<file path="src/rtl/sgw_pkg.sv">
`timescale 1ns/1ps
package sgw_pkg;
  localparam int unsigned WORD_W     = 32;
  localparam int unsigned FIELD_W    = WORD_W - 1;
  localparam int unsigned WORD_BYTES = WORD_W / 8;
  localparam int unsigned DESC_BYTES = 2 * WORD_BYTES;

  typedef enum logic [1:0] {ST_IDLE, ST_FETCH, ST_EMIT} walk_st_t;
  typedef enum logic [1:0] {PH_IDLE, PH_LEN, PH_ADR} fetch_ph_t;

  typedef struct packed {
    logic               last;
    logic [FIELD_W-1:0] len;
    logic [FIELD_W-1:0] addr;
  } seg_t;
endpackage

</file>
<file path="src/rtl/sgw_rst_sync.sv">
`timescale 1ns/1ps
module sgw_rst_sync (
  input  logic clk,
  input  logic rst_n,
  output logic rst_sync_n
);
  logic [1:0] sync_q;

  always_ff @(posedge clk or negedge rst_n) begin
    if (!rst_n) sync_q <= 2'b00;
    else        sync_q <= {sync_q[0], 1'b1};
  end

  assign rst_sync_n = sync_q[1];
endmodule

</file>
<file path="src/rtl/sgw_fetch.sv">
`timescale 1ns/1ps
module sgw_fetch import sgw_pkg::*; (
  input  logic              clk,
  input  logic              rst_n,
  input  logic              fetch_go,
  input  logic [WORD_W-1:0] fetch_base,
  output logic              mem_req,
  output logic [WORD_W-1:0] mem_addr,
  input  logic              mem_rvalid,
  input  logic [WORD_W-1:0] mem_rdata,
  output logic              desc_valid,
  output seg_t              desc
);
  fetch_ph_t          ph_q, ph_d;
  logic [WORD_W-1:0]  base_q;
  logic [FIELD_W-1:0] len_q;
  logic               last_q;
  logic               base_en, len_en;
  logic               unused_addr_msb;

  always_comb begin
    ph_d    = ph_q;
    base_en = 1'b0;
    len_en  = 1'b0;
    case (ph_q)
      PH_IDLE: if (fetch_go)   begin ph_d = PH_LEN;  base_en = 1'b1; end
      PH_LEN:  if (mem_rvalid) begin ph_d = PH_ADR;  len_en  = 1'b1; end
      PH_ADR:  if (mem_rvalid) begin ph_d = PH_IDLE; end
      default: ph_d = PH_IDLE;
    endcase
  end

  always_ff @(posedge clk or negedge rst_n) begin
    if (!rst_n) begin
      ph_q   <= PH_IDLE;
      base_q <= '0;
      len_q  <= '0;
      last_q <= 1'b0;
    end else begin
      ph_q <= ph_d;
      if (base_en) base_q <= fetch_base;
      if (len_en) begin
        len_q  <= mem_rdata[FIELD_W-1:0];
        last_q <= mem_rdata[WORD_W-1];
      end
    end
  end

  assign mem_req         = (ph_q != PH_IDLE);
  assign mem_addr        = (ph_q == PH_ADR) ? base_q + WORD_W'(WORD_BYTES) : base_q;
  assign desc_valid      = (ph_q == PH_ADR) && mem_rvalid;
  assign desc.last       = last_q;
  assign desc.len        = len_q;
  assign desc.addr       = mem_rdata[FIELD_W-1:0];
  assign unused_addr_msb = mem_rdata[WORD_W-1];

  // request and address held until answered
  p_mem_hold_r12: assert property (@(posedge clk) disable iff (!rst_n)
    (mem_req && !mem_rvalid) |=> (mem_req && $stable(mem_addr)));

  // address word read right after length word, 4 bytes above it
  p_fetch_order_r2: assert property (@(posedge clk) disable iff (!rst_n)
    (ph_q == PH_LEN && mem_rvalid) |=> (mem_req && mem_addr == $past(mem_addr) + WORD_W'(WORD_BYTES)));
endmodule

</file>
<file path="src/rtl/sgw_out.sv">
`timescale 1ns/1ps
module sgw_out import sgw_pkg::*; (
  input  logic clk,
  input  logic rst_n,
  input  logic load,
  input  seg_t load_seg,
  input  logic seg_ready,
  output logic seg_valid,
  output seg_t seg,
  output logic seg_fire
);
  logic valid_q, valid_d;
  seg_t seg_q;
  logic seg_en;

  always_comb begin
    valid_d = valid_q;
    seg_en  = load;
    if (load)                      valid_d = 1'b1;
    else if (valid_q && seg_ready) valid_d = 1'b0;
  end

  always_ff @(posedge clk or negedge rst_n) begin
    if (!rst_n) begin
      valid_q <= 1'b0;
      seg_q   <= '0;
    end else begin
      valid_q <= valid_d;
      if (seg_en) seg_q <= load_seg;
    end
  end

  assign seg_valid = valid_q;
  assign seg       = seg_q;
  assign seg_fire  = valid_q && seg_ready;

  // a stalled segment holds still
  p_seg_hold_r7: assert property (@(posedge clk) disable iff (!rst_n)
    (valid_q && !seg_ready) |=> (valid_q && $stable(seg_q)));

  // a new segment never overwrites one still pending
  p_load_free_r7: assert property (@(posedge clk) disable iff (!rst_n)
    load |-> !valid_q);
endmodule

</file>
<file path="src/rtl/sgw_seq.sv">
`timescale 1ns/1ps
module sgw_seq import sgw_pkg::*; #(
  parameter int unsigned MAX_ENT = 256
) (
  input  logic               clk,
  input  logic               rst_n,
  input  logic               cmd_go,
  input  logic               cmd_list_en,
  input  logic               cmd_irq_en,
  input  logic [WORD_W-1:0]  cmd_base,
  input  logic [FIELD_W-1:0] cmd_len,
  output logic               fetch_go,
  output logic [WORD_W-1:0]  fetch_base,
  input  logic               desc_valid,
  input  seg_t               desc,
  output logic               out_load,
  output seg_t               out_seg,
  input  logic               seg_fire,
  input  logic               seg_last,
  output logic               busy,
  output logic               irq,
  output logic               err
);
  localparam int unsigned CNT_W = (MAX_ENT > 1) ? $clog2(MAX_ENT) : 1;
  localparam logic [CNT_W-1:0] CNT_LAST = CNT_W'(MAX_ENT - 1);

  walk_st_t          st_q, st_d;
  logic [WORD_W-1:0] ptr_q;
  logic [CNT_W-1:0]  cnt_q, cnt_d;
  logic              irq_en_q, err_q, irq_q;
  logic              accept, step, finish, err_set;

  always_comb begin
    st_d       = st_q;
    accept     = 1'b0;
    step       = 1'b0;
    finish     = 1'b0;
    err_set    = 1'b0;
    fetch_go   = 1'b0;
    fetch_base = cmd_base;
    out_load   = 1'b0;
    out_seg    = desc;
    case (st_q)
      ST_IDLE: if (cmd_go) begin
        accept = 1'b1;
        if (cmd_list_en) begin
          fetch_go = 1'b1;
          st_d     = ST_FETCH;
        end else begin
          out_load     = 1'b1;
          out_seg.last = 1'b1;
          out_seg.len  = cmd_len;
          out_seg.addr = cmd_base[FIELD_W-1:0];
          st_d         = ST_EMIT;
        end
      end
      ST_FETCH: if (desc_valid) begin
        out_load = 1'b1;
        st_d     = ST_EMIT;
      end
      ST_EMIT: if (seg_fire) begin
        if (seg_last) begin
          finish = 1'b1;
          st_d   = ST_IDLE;
        end else if (cnt_q == CNT_LAST) begin
          finish  = 1'b1;
          err_set = 1'b1;
          st_d    = ST_IDLE;
        end else begin
          step       = 1'b1;
          fetch_go   = 1'b1;
          fetch_base = ptr_q + WORD_W'(DESC_BYTES);
          st_d       = ST_FETCH;
        end
      end
      default: st_d = ST_IDLE;
    endcase
  end

  always_comb begin
    cnt_d = cnt_q;
    if (accept)    cnt_d = '0;
    else if (step) cnt_d = cnt_q + 1'b1;
  end

  always_ff @(posedge clk or negedge rst_n) begin
    if (!rst_n) begin
      st_q     <= ST_IDLE;
      ptr_q    <= '0;
      cnt_q    <= '0;
      irq_en_q <= 1'b0;
      err_q    <= 1'b0;
      irq_q    <= 1'b0;
    end else begin
      st_q  <= st_d;
      cnt_q <= cnt_d;
      irq_q <= finish && irq_en_q;
      if (fetch_go) ptr_q    <= fetch_base;
      if (accept)   irq_en_q <= cmd_irq_en;
      if (accept)       err_q <= 1'b0;
      else if (err_set) err_q <= 1'b1;
    end
  end

  assign busy = (st_q != ST_IDLE);
  assign irq  = irq_q;
  assign err  = err_q;

  // the completion pulse lasts one cycle
  p_irq_pulse_r9: assert property (@(posedge clk) disable iff (!rst_n)
    irq_q |=> !irq_q);

  // the error only rises after the final permitted entry
  p_err_limit_r10: assert property (@(posedge clk) disable iff (!rst_n)
    $rose(err_q) |-> ($past(cnt_q) == CNT_LAST));

  // a flagged segment always ends cleanly
  p_flag_clean_r11: assert property (@(posedge clk) disable iff (!rst_n)
    (st_q == ST_EMIT && seg_fire && seg_last) |=> (!err_q && st_q == ST_IDLE));

  // a start during a fetch leaves the walk state alone
  p_busy_cmd_r8: assert property (@(posedge clk) disable iff (!rst_n)
    (st_q == ST_FETCH && cmd_go && !desc_valid) |=> ($stable(ptr_q) && $stable(cnt_q)));
endmodule

</file>
<file path="src/rtl/sgw_walker.sv">
`timescale 1ns/1ps
module sgw_walker import sgw_pkg::*; #(
  parameter int unsigned MAX_ENT = 256
) (
  input  logic               clk,
  input  logic               rst_n,
  input  logic               cmd_go,
  input  logic               cmd_list_en,
  input  logic               cmd_irq_en,
  input  logic [WORD_W-1:0]  cmd_base,
  input  logic [FIELD_W-1:0] cmd_len,
  output logic               mem_req,
  output logic [WORD_W-1:0]  mem_addr,
  input  logic               mem_rvalid,
  input  logic [WORD_W-1:0]  mem_rdata,
  output logic               seg_valid,
  input  logic               seg_ready,
  output logic [FIELD_W-1:0] seg_addr,
  output logic [FIELD_W-1:0] seg_len,
  output logic               seg_last,
  output logic               busy,
  output logic               irq,
  output logic               err
);
  logic              rst_sync_n;
  logic              fetch_go, desc_valid, out_load, seg_fire;
  logic [WORD_W-1:0] fetch_base;
  seg_t              desc, out_seg, seg;

  sgw_rst_sync u_rst (
    .clk(clk), .rst_n(rst_n), .rst_sync_n(rst_sync_n)
  );

  sgw_seq #(.MAX_ENT(MAX_ENT)) u_seq (
    .clk(clk), .rst_n(rst_sync_n),
    .cmd_go(cmd_go), .cmd_list_en(cmd_list_en), .cmd_irq_en(cmd_irq_en),
    .cmd_base(cmd_base), .cmd_len(cmd_len),
    .fetch_go(fetch_go), .fetch_base(fetch_base),
    .desc_valid(desc_valid), .desc(desc),
    .out_load(out_load), .out_seg(out_seg),
    .seg_fire(seg_fire), .seg_last(seg.last),
    .busy(busy), .irq(irq), .err(err)
  );

  sgw_fetch u_fetch (
    .clk(clk), .rst_n(rst_sync_n),
    .fetch_go(fetch_go), .fetch_base(fetch_base),
    .mem_req(mem_req), .mem_addr(mem_addr),
    .mem_rvalid(mem_rvalid), .mem_rdata(mem_rdata),
    .desc_valid(desc_valid), .desc(desc)
  );

  sgw_out u_out (
    .clk(clk), .rst_n(rst_sync_n),
    .load(out_load), .load_seg(out_seg), .seg_ready(seg_ready),
    .seg_valid(seg_valid), .seg(seg), .seg_fire(seg_fire)
  );

  assign seg_addr = seg.addr;
  assign seg_len  = seg.len;
  assign seg_last = seg.last;

  // an idle walker neither reads nor offers segments
  p_idle_quiet_r5: assert property (@(posedge clk) disable iff (!rst_sync_n)
    !busy |-> (!seg_valid && !mem_req));
endmodule

</file>
<file path="config.mk">
export PLATFORM = sky130hd
export DESIGN_NAME = sgw_walker
export DESIGN_NICKNAME = d
export VERILOG_FILES = /design/src/rtl/sgw_pkg.sv /design/src/rtl/sgw_rst_sync.sv /design/src/rtl/sgw_fetch.sv /design/src/rtl/sgw_out.sv /design/src/rtl/sgw_seq.sv /design/src/rtl/sgw_walker.sv
export SDC_FILE = /design/constraint.sdc
export NUM_CORES = 1
export LEC_CHECK = 0
export BUFFER_PORTS_ARGS = -buffer_cell sky130_fd_sc_hd__buf_2
export CAP_MARGIN = 10
export CORE_MARGIN = 3
export CORE_UTILIZATION = 55
export DETAILED_ROUTE_END_ITERATION = 10
export PLACE_DENSITY = 0.81
export SYNTH_ARGS = -nofsm -noshare
export SYNTH_HDL_FRONTEND = slang
export SYNTH_SLANG_ARGS = --single-unit
export TNS_END_PERCENT = 1
</file>
<file path="constraint.sdc">
create_clock -name clk -period 8.1 [get_ports clk]
set_clock_uncertainty 0.2 [all_clocks]
set_input_delay 0.81 -clock clk [delete_from_list [all_inputs] [get_ports clk]]
set_output_delay 0.81 -clock clk [all_outputs]
set_load 0.005 [all_outputs]
</file>
# Word level (Yosys, flattened, before mapping)
# Index checks and enable logic that the tools add are counted.
# totals
input_bits	102
ff_bits	177
output_inout_bits	100
# classes
reduce_logical	12
addsub	3
mux	49
n_eq_ne	11
# ops
op	count
$mux 63	3
$mux 32	5
$add 32x3->32 const B	1
$add 32x4->32 const B	1
$mux 1	27
$mux 2	8
$mux 8	2
$ne 2x2->1 const B	6
$pmux 2 s3	2
$reduce_bool 2->1	5
$add 8x1->8 const B	1
$eq 8x8->1 const B	1
$reduce_and 3->1	2
$eq 2x1->1 const B	2
$eq 2x2->1 const B	2
$logic_not 2->1	2
$pmux 1 s2	2
$logic_and 1x1->1	3

# Longest topological paths before layout
# depth
word_depth	7
depth_mapped	8

# By module
# From an unflattened synthesis, not the netlist that was laid out.
# hier_totals
hier_cells	849
hier_area_um2	9808.2
# modules_own_cells
mod	instances	cells_per_inst	area_per_inst_um2
sgw_seq	1	440	3716.1
sgw_fetch	1	269	3357.0
sgw_out	1	137	2681.3
sgw_rst_sync	1	3	53.8

# Worst setup path before layout
# OpenSTA, ideal clock, no wires.
# synth_path
kind	register -> output
from	register u_fetch.base_q[2]
to	output mem_addr[20]
stages_incl_launch_ff	7
t_required_ns	7.090
setup_slack_ns	5.578
path_buffers	0
arrival_ns	1.512
cell_sequence	dfrtp_1 ha_1 inv_1 nor3_1 and2_1 nand3_1 xnor2_1
# synth_via
elab_chain_len	2
# synth_lines
item	line_no	text
start: declaration	sgw_fetch.sv:15	logic [WORD_W-1:0] base_q;
start signal: assignment	sgw_fetch.sv:41	if (base_en) base_q <= fetch_base;
$add 32x3->32	sgw_fetch.sv:50	assign mem_addr = (ph_q == PH_ADR) ? base_q + WORD_W'(WORD_BYTES) : base_q;
$mux 32	sgw_fetch.sv:50	
end: declaration	sgw_walker.sv:13	output logic [WORD_W-1:0] mem_addr,
# Every way passes these cells.

# Final worst setup path
# layout_path
from	register u_fetch.base_q[2]
to	output mem_addr[28]
# Same word-level chain as after synthesis.

==> impl.org <==
** Detailed routing
- Vias per Instance :: about 5.8
- Wires add up to 23.86 mm.
- Number of vias in the routed layout :: ~7700
- Number of search-and-repair iterations in the first detailed-routing pass :: 5
- DRC marker count from the first detailed-route iteration :: approximately 600
- Dividing the detail-routed wire length by the instance count gives roughly 18 um.
- The count of nets left with antenna violations once routing finished came out at 0.
- Residual DRC count :: 0

** Clocking
- Cts bufs inserted :: 17
- After clock tree synthesis, the clock-pin slew on the worst setup and hold paths is ~0.07 ns.
- TritonCTS built the clock tree.
- Counting along the longest clock path gives a buffer depth of 2.
- Worst skew pair latency :: 0.43 ns
- Once the clock tree was built, the resizer swapped 0 gates to a different size.
- H-Tree Depth :: 4
- Clock tree synthesis selected as its root buffer the cell sky130_fd_sc_hd__clkbuf_16.
- Counting every sink on the clock net gives ~180.

** Worst setup path
- Counting cells, the worst reg-to-reg path comes to 6.
- STA classifies the critical path endpoint as an output port.
- Critical Path Start :: u_fetch.base_q[2]$_DFFE_PN0P_
- For the worst setup path, the data required time is 7.09 ns.
- The critical path is of the reg2out type.
- In this run the worst setup path terminates at mem_addr[28].
- In this run the critical register-to-register path is launched from u_seq.st_q[1]$_DFFE_PN0P_.
- Kind of start point of the critical path :: flop
- End of the worst register-to-register path :: u_fetch.base_q[18]$_DFFE_PN0P_
- Highest fanout seen on the critical path :: 6
- Reg2Reg Setup Slack :: approximately 5.2 ns
- STA puts the critical path data arrival time at 2.97 ns.

** Logic synthesis
- Sequential area share after synthesis :: 0.4843
- Averaged over all synthesized cells, the footprint is slightly below 10 um2.
- After synthesis, the netlist uses 62 different library cells.
- Post-synth top cells :: 177 x sky130_fd_sc_hd__dfrtp_1, 156 x sky130_fd_sc_hd__nand2_1, 101 x sky130_fd_sc_hd__o21ai_0, 68 x sky130_fd_sc_hd__mux2i_1, 59 x sky130_fd_sc_hd__nor2_1
- The largest total area in the synthesized netlist belongs to sky130_fd_sc_hd__dfrtp_1.
- Leading cell types by total area after synthesis :: sky130_fd_sc_hd__dfrtp_1 48%, sky130_fd_sc_hd__mux2i_1 7.4%, sky130_fd_sc_hd__nand2_1 6.4%
- Most used standard cell by instance count after synthesis :: sky130_fd_sc_hd__dfrtp_1
- Synth warn :: 0
- After synthesis, the share of flip-flops with an asynchronous set or reset is 1.000.
- Post-synthesis sequential element count :: roughly 180
- Predominant post-synthesis flop cell :: sky130_fd_sc_hd__dfrtp_1
- Cell Area, Synth :: 0.009146 mm2
- After technology mapping, the gate count stands at 940.
- The share of synthesized area in the top cell type comes to 0.4843.
- When the netlist entered floorplanning its net count stood at ~1000.
- In this run, synthesis inferred 0 flip-flops with an integrated enable.

** Layout
- Summing all multi-input logic gate instances after layout gives 0.004349 mm2.
- Layout cells sized above 1 :: 0.2607
- Once layout is complete, the utilization of the core stands at 0.6704.
- In the final layout, flip-flops and latches occupy between 0.004 and 0.005 mm2.
- 0 antenna diodes ended up in the layout.
- In the final design database the tool counted approximately 1200 nets.
- From synthesis to final layout, the design area changed by 17.70%.
- Total of fill cells in the finished design :: around 1300

** Floorplanning
- Starting density of the core :: 0.5696
- The floorplan step set the die width to approximately 130 um.
- After floorplanning, the core was sized to cover between 0.015 and 0.02 mm2.
- The floorplan step defined a die boundary enclosing about 0.018 mm2.
- # rows :: 46
- Boundary pin count :: ~200
- Die height :: approximately 130 um

** Timing
- In the finished design, the share of the clock period the worst path needs comes to 0.4911.
- Hold violation count in the final report :: 0
- Final worst setup slack :: between 4 and 5 ns
- Relative slew slack :: 0.1594
- Setup violations remaining at the end of the flow were counted as 0.
- Setup TNS :: 0 ns
- Unrepaired setup endpoints after global routing :: false
- Counting I/O delays and the setup requirement, the final critical path takes between 3 and 4 ns.
- The count of final max-slew check failures is 0.
- Highest Clock Rate :: 251.4 MHz
- At the pin with the least slew margin, the transition time is 1.251 ns.
- Hold timing on the final database bottoms out at a slack of 0.09993 ns.

** GRT
- GR Util All Layers :: 0.2679
- Pin count of the biggest net entering global routing :: roughly 100
- The first global-routing pass estimated 38.64 mm of wire.
- Number of antenna violations at the first check in global routing :: 1
- The total overflow left after global routing is 0.
- The via count of the first global-routing pass is roughly 7600.

** Power and ir drop
- Dividing total power by cell area gives a power density of ~340 mW/mm2.
- Summed over all cells, the static leakage comes to 4.745 nW.
- The worst-case IR drop observed on VDD is 0.0002035 V.

** Hold path
- Path class of the lowest-slack min-delay path :: reg2async

** Placed design
- Before CTS, the worst setup slack after placement is about 4.7 ns.
- The HPWL after detailed placement is between 15 and 20 mm.
- Number of port buffers :: around 200
- RD Place Congestion :: 0.9044

** Job
- Across the run, the number of max-cap violations was 0.

** Status
- The run finished with clean final reports.
-- cell type report --
cell class,instances,area share
flip-flops and latches,177,0.4118
well taps,216,0.02510
clock buffers,18,0.04080
repair buffers,211,0.1007
inverters,10,0.003487
clock inverters,13,0.01418
multi-input cells,695,0.4040
-- power breakdown --
group	internal [mW]	leakage (nW)	switching, mW
sequential	1.28	2.16	0.357
clock	0.467	0.285	0.363
combinational	0.596	2.30	0.623
total	2.34	4.75	1.34
-- routing by layer --
metal	wire, um	vias to the layer above	track usage	share of wire
met5	13	-	0	0.00054
met4	499	2	0.09127	0.021
met3	1880	39	0.07340	0.079
met2	11540	312	0.4372	0.48
met1	9921	3709	0.3483	0.42
li1	-	3651	-	-
-- cells in the final DEF, fill, tap and decap left out, types with 4 or more instances in the layout --
| cell | netlist | layout |
|---|---|---|
| sky130_fd_sc_hd__inv_1 | 10 | 10 |
| sky130_fd_sc_hd__mux2_2 | 33 | 33 |
| sky130_fd_sc_hd__a21oi_1 | 36 | 36 |
| sky130_fd_sc_hd__mux2i_1 | 68 | 68 |
| sky130_fd_sc_hd__o22ai_1 | 4 | 4 |
| sky130_fd_sc_hd__xor2_1 | 21 | 21 |
| sky130_fd_sc_hd__and3_1 | 23 | 23 |
| sky130_fd_sc_hd__nor2_1 | 59 | 58 |
| sky130_fd_sc_hd__a31oi_1 | 7 | 7 |
| sky130_fd_sc_hd__o211ai_1 | 4 | 4 |
| sky130_fd_sc_hd__nor4_1 | 8 | 8 |
| sky130_fd_sc_hd__a311oi_1 | 6 | 6 |
| sky130_fd_sc_hd__nand4_1 | 19 | 19 |
| sky130_fd_sc_hd__dfrtp_1 | 177 | 176 |
| sky130_fd_sc_hd__buf_2 | 19 | 201 |
| sky130_fd_sc_hd__nand2_1 | 156 | 156 |
| sky130_fd_sc_hd__xnor2_1 | 40 | 40 |
| sky130_fd_sc_hd__a211oi_1 | 5 | 5 |
| sky130_fd_sc_hd__buf_4 | 6 | 9 |
| sky130_fd_sc_hd__nand3_1 | 28 | 28 |
| sky130_fd_sc_hd__o21a_1 | 5 | 5 |
| sky130_fd_sc_hd__and4_1 | 4 | 4 |
| sky130_fd_sc_hd__o21ai_0 | 101 | 101 |
| sky130_fd_sc_hd__nor3_1 | 14 | 14 |
| sky130_fd_sc_hd__clkinv_4 | 0 | 4 |
| sky130_fd_sc_hd__clkbuf_16 | 0 | 17 |
| sky130_fd_sc_hd__and2_1 | 6 | 6 |
-- flip-flops by register name (all words and copies together) (netlist names) --
| register | flops |
|---|---|
| u_out.seg | 63 |
| u_fetch.base_q | 32 |
| u_seq.ptr_q | 32 |
| u_fetch.len_q | 31 |
| u_seq.cnt_q | 8 |
| u_fetch.ph_q | 2 |
| u_rst.sync_q | 2 |
| u_seq.st_q | 2 |
| u_fetch.last_q | 1 |
| u_out.seg_valid | 1 |
| u_seq.err | 1 |
| u_seq.irq | 1 |
| u_seq.irq_en_q | 1 |
-- metrics by stage --
step           std cells  total power, mW  area (um2)
3_3_place_gp        1308            2.804       10160
5_1_grt             1340            3.938       10770
3_5_place_dp        1308            2.863       10160
4_1_cts             1340            3.699       10770
2_1_floorplan        940            2.386        9146
6_report            1340            3.683       10770
-- how the worst min path moves through the flow --
stage,depth (start not counted),end,slack (ns)
CTS,0,u_out.seg[32]$_DFFE_PN0P_,0.12
global placement,0,u_out.seg[31]$_DFFE_PN0P_,0.12
global route,0,u_out.seg[32]$_DFFE_PN0P_,0.15
floorplan,0,u_rst.sync_q[1]$_DFF_PN0_,0.13
finish,0,u_out.seg[32]$_DFFE_PN0P_,0.1
detailed placement,0,u_out.seg[32]$_DFFE_PN0P_,0.12
-- worst max-delay path, stage by stage (launching register included) --
cell and delay (ns):
sky130_fd_sc_hd__dfrtp_1 0.42, sky130_fd_sc_hd__ha_1 0.21, sky130_fd_sc_hd__inv_1 0.05, sky130_fd_sc_hd__nor3_1 0.99, sky130_fd_sc_hd__nand3_1 0.37, sky130_fd_sc_hd__nor2_1 0.22, sky130_fd_sc_hd__xor2_1 0.15, sky130_fd_sc_hd__buf_2 0.13
-- timing repair --
item | 4_1_cts | 5_1_grt
endpoints found under the hold margin | 2 | 0
hold buffers | 1 | 0
setup buffers | 0 | 0
-- cell families (layout without fill, tap and decap cells) --
logic type	after synthesis	after routing	share of synthesized area
xor+xnor	61	61	0.05841
buf+inv	68	252	0.04104
compound gates	191	191	0.1222
mux	101	101	0.1150
fa+ha+maj	3	3	0.004104
simple gates	338	338	0.1746
flops	177	177	0.4843
other cells	1	1	0.0004100
Power figures use the tool's default switching activity.
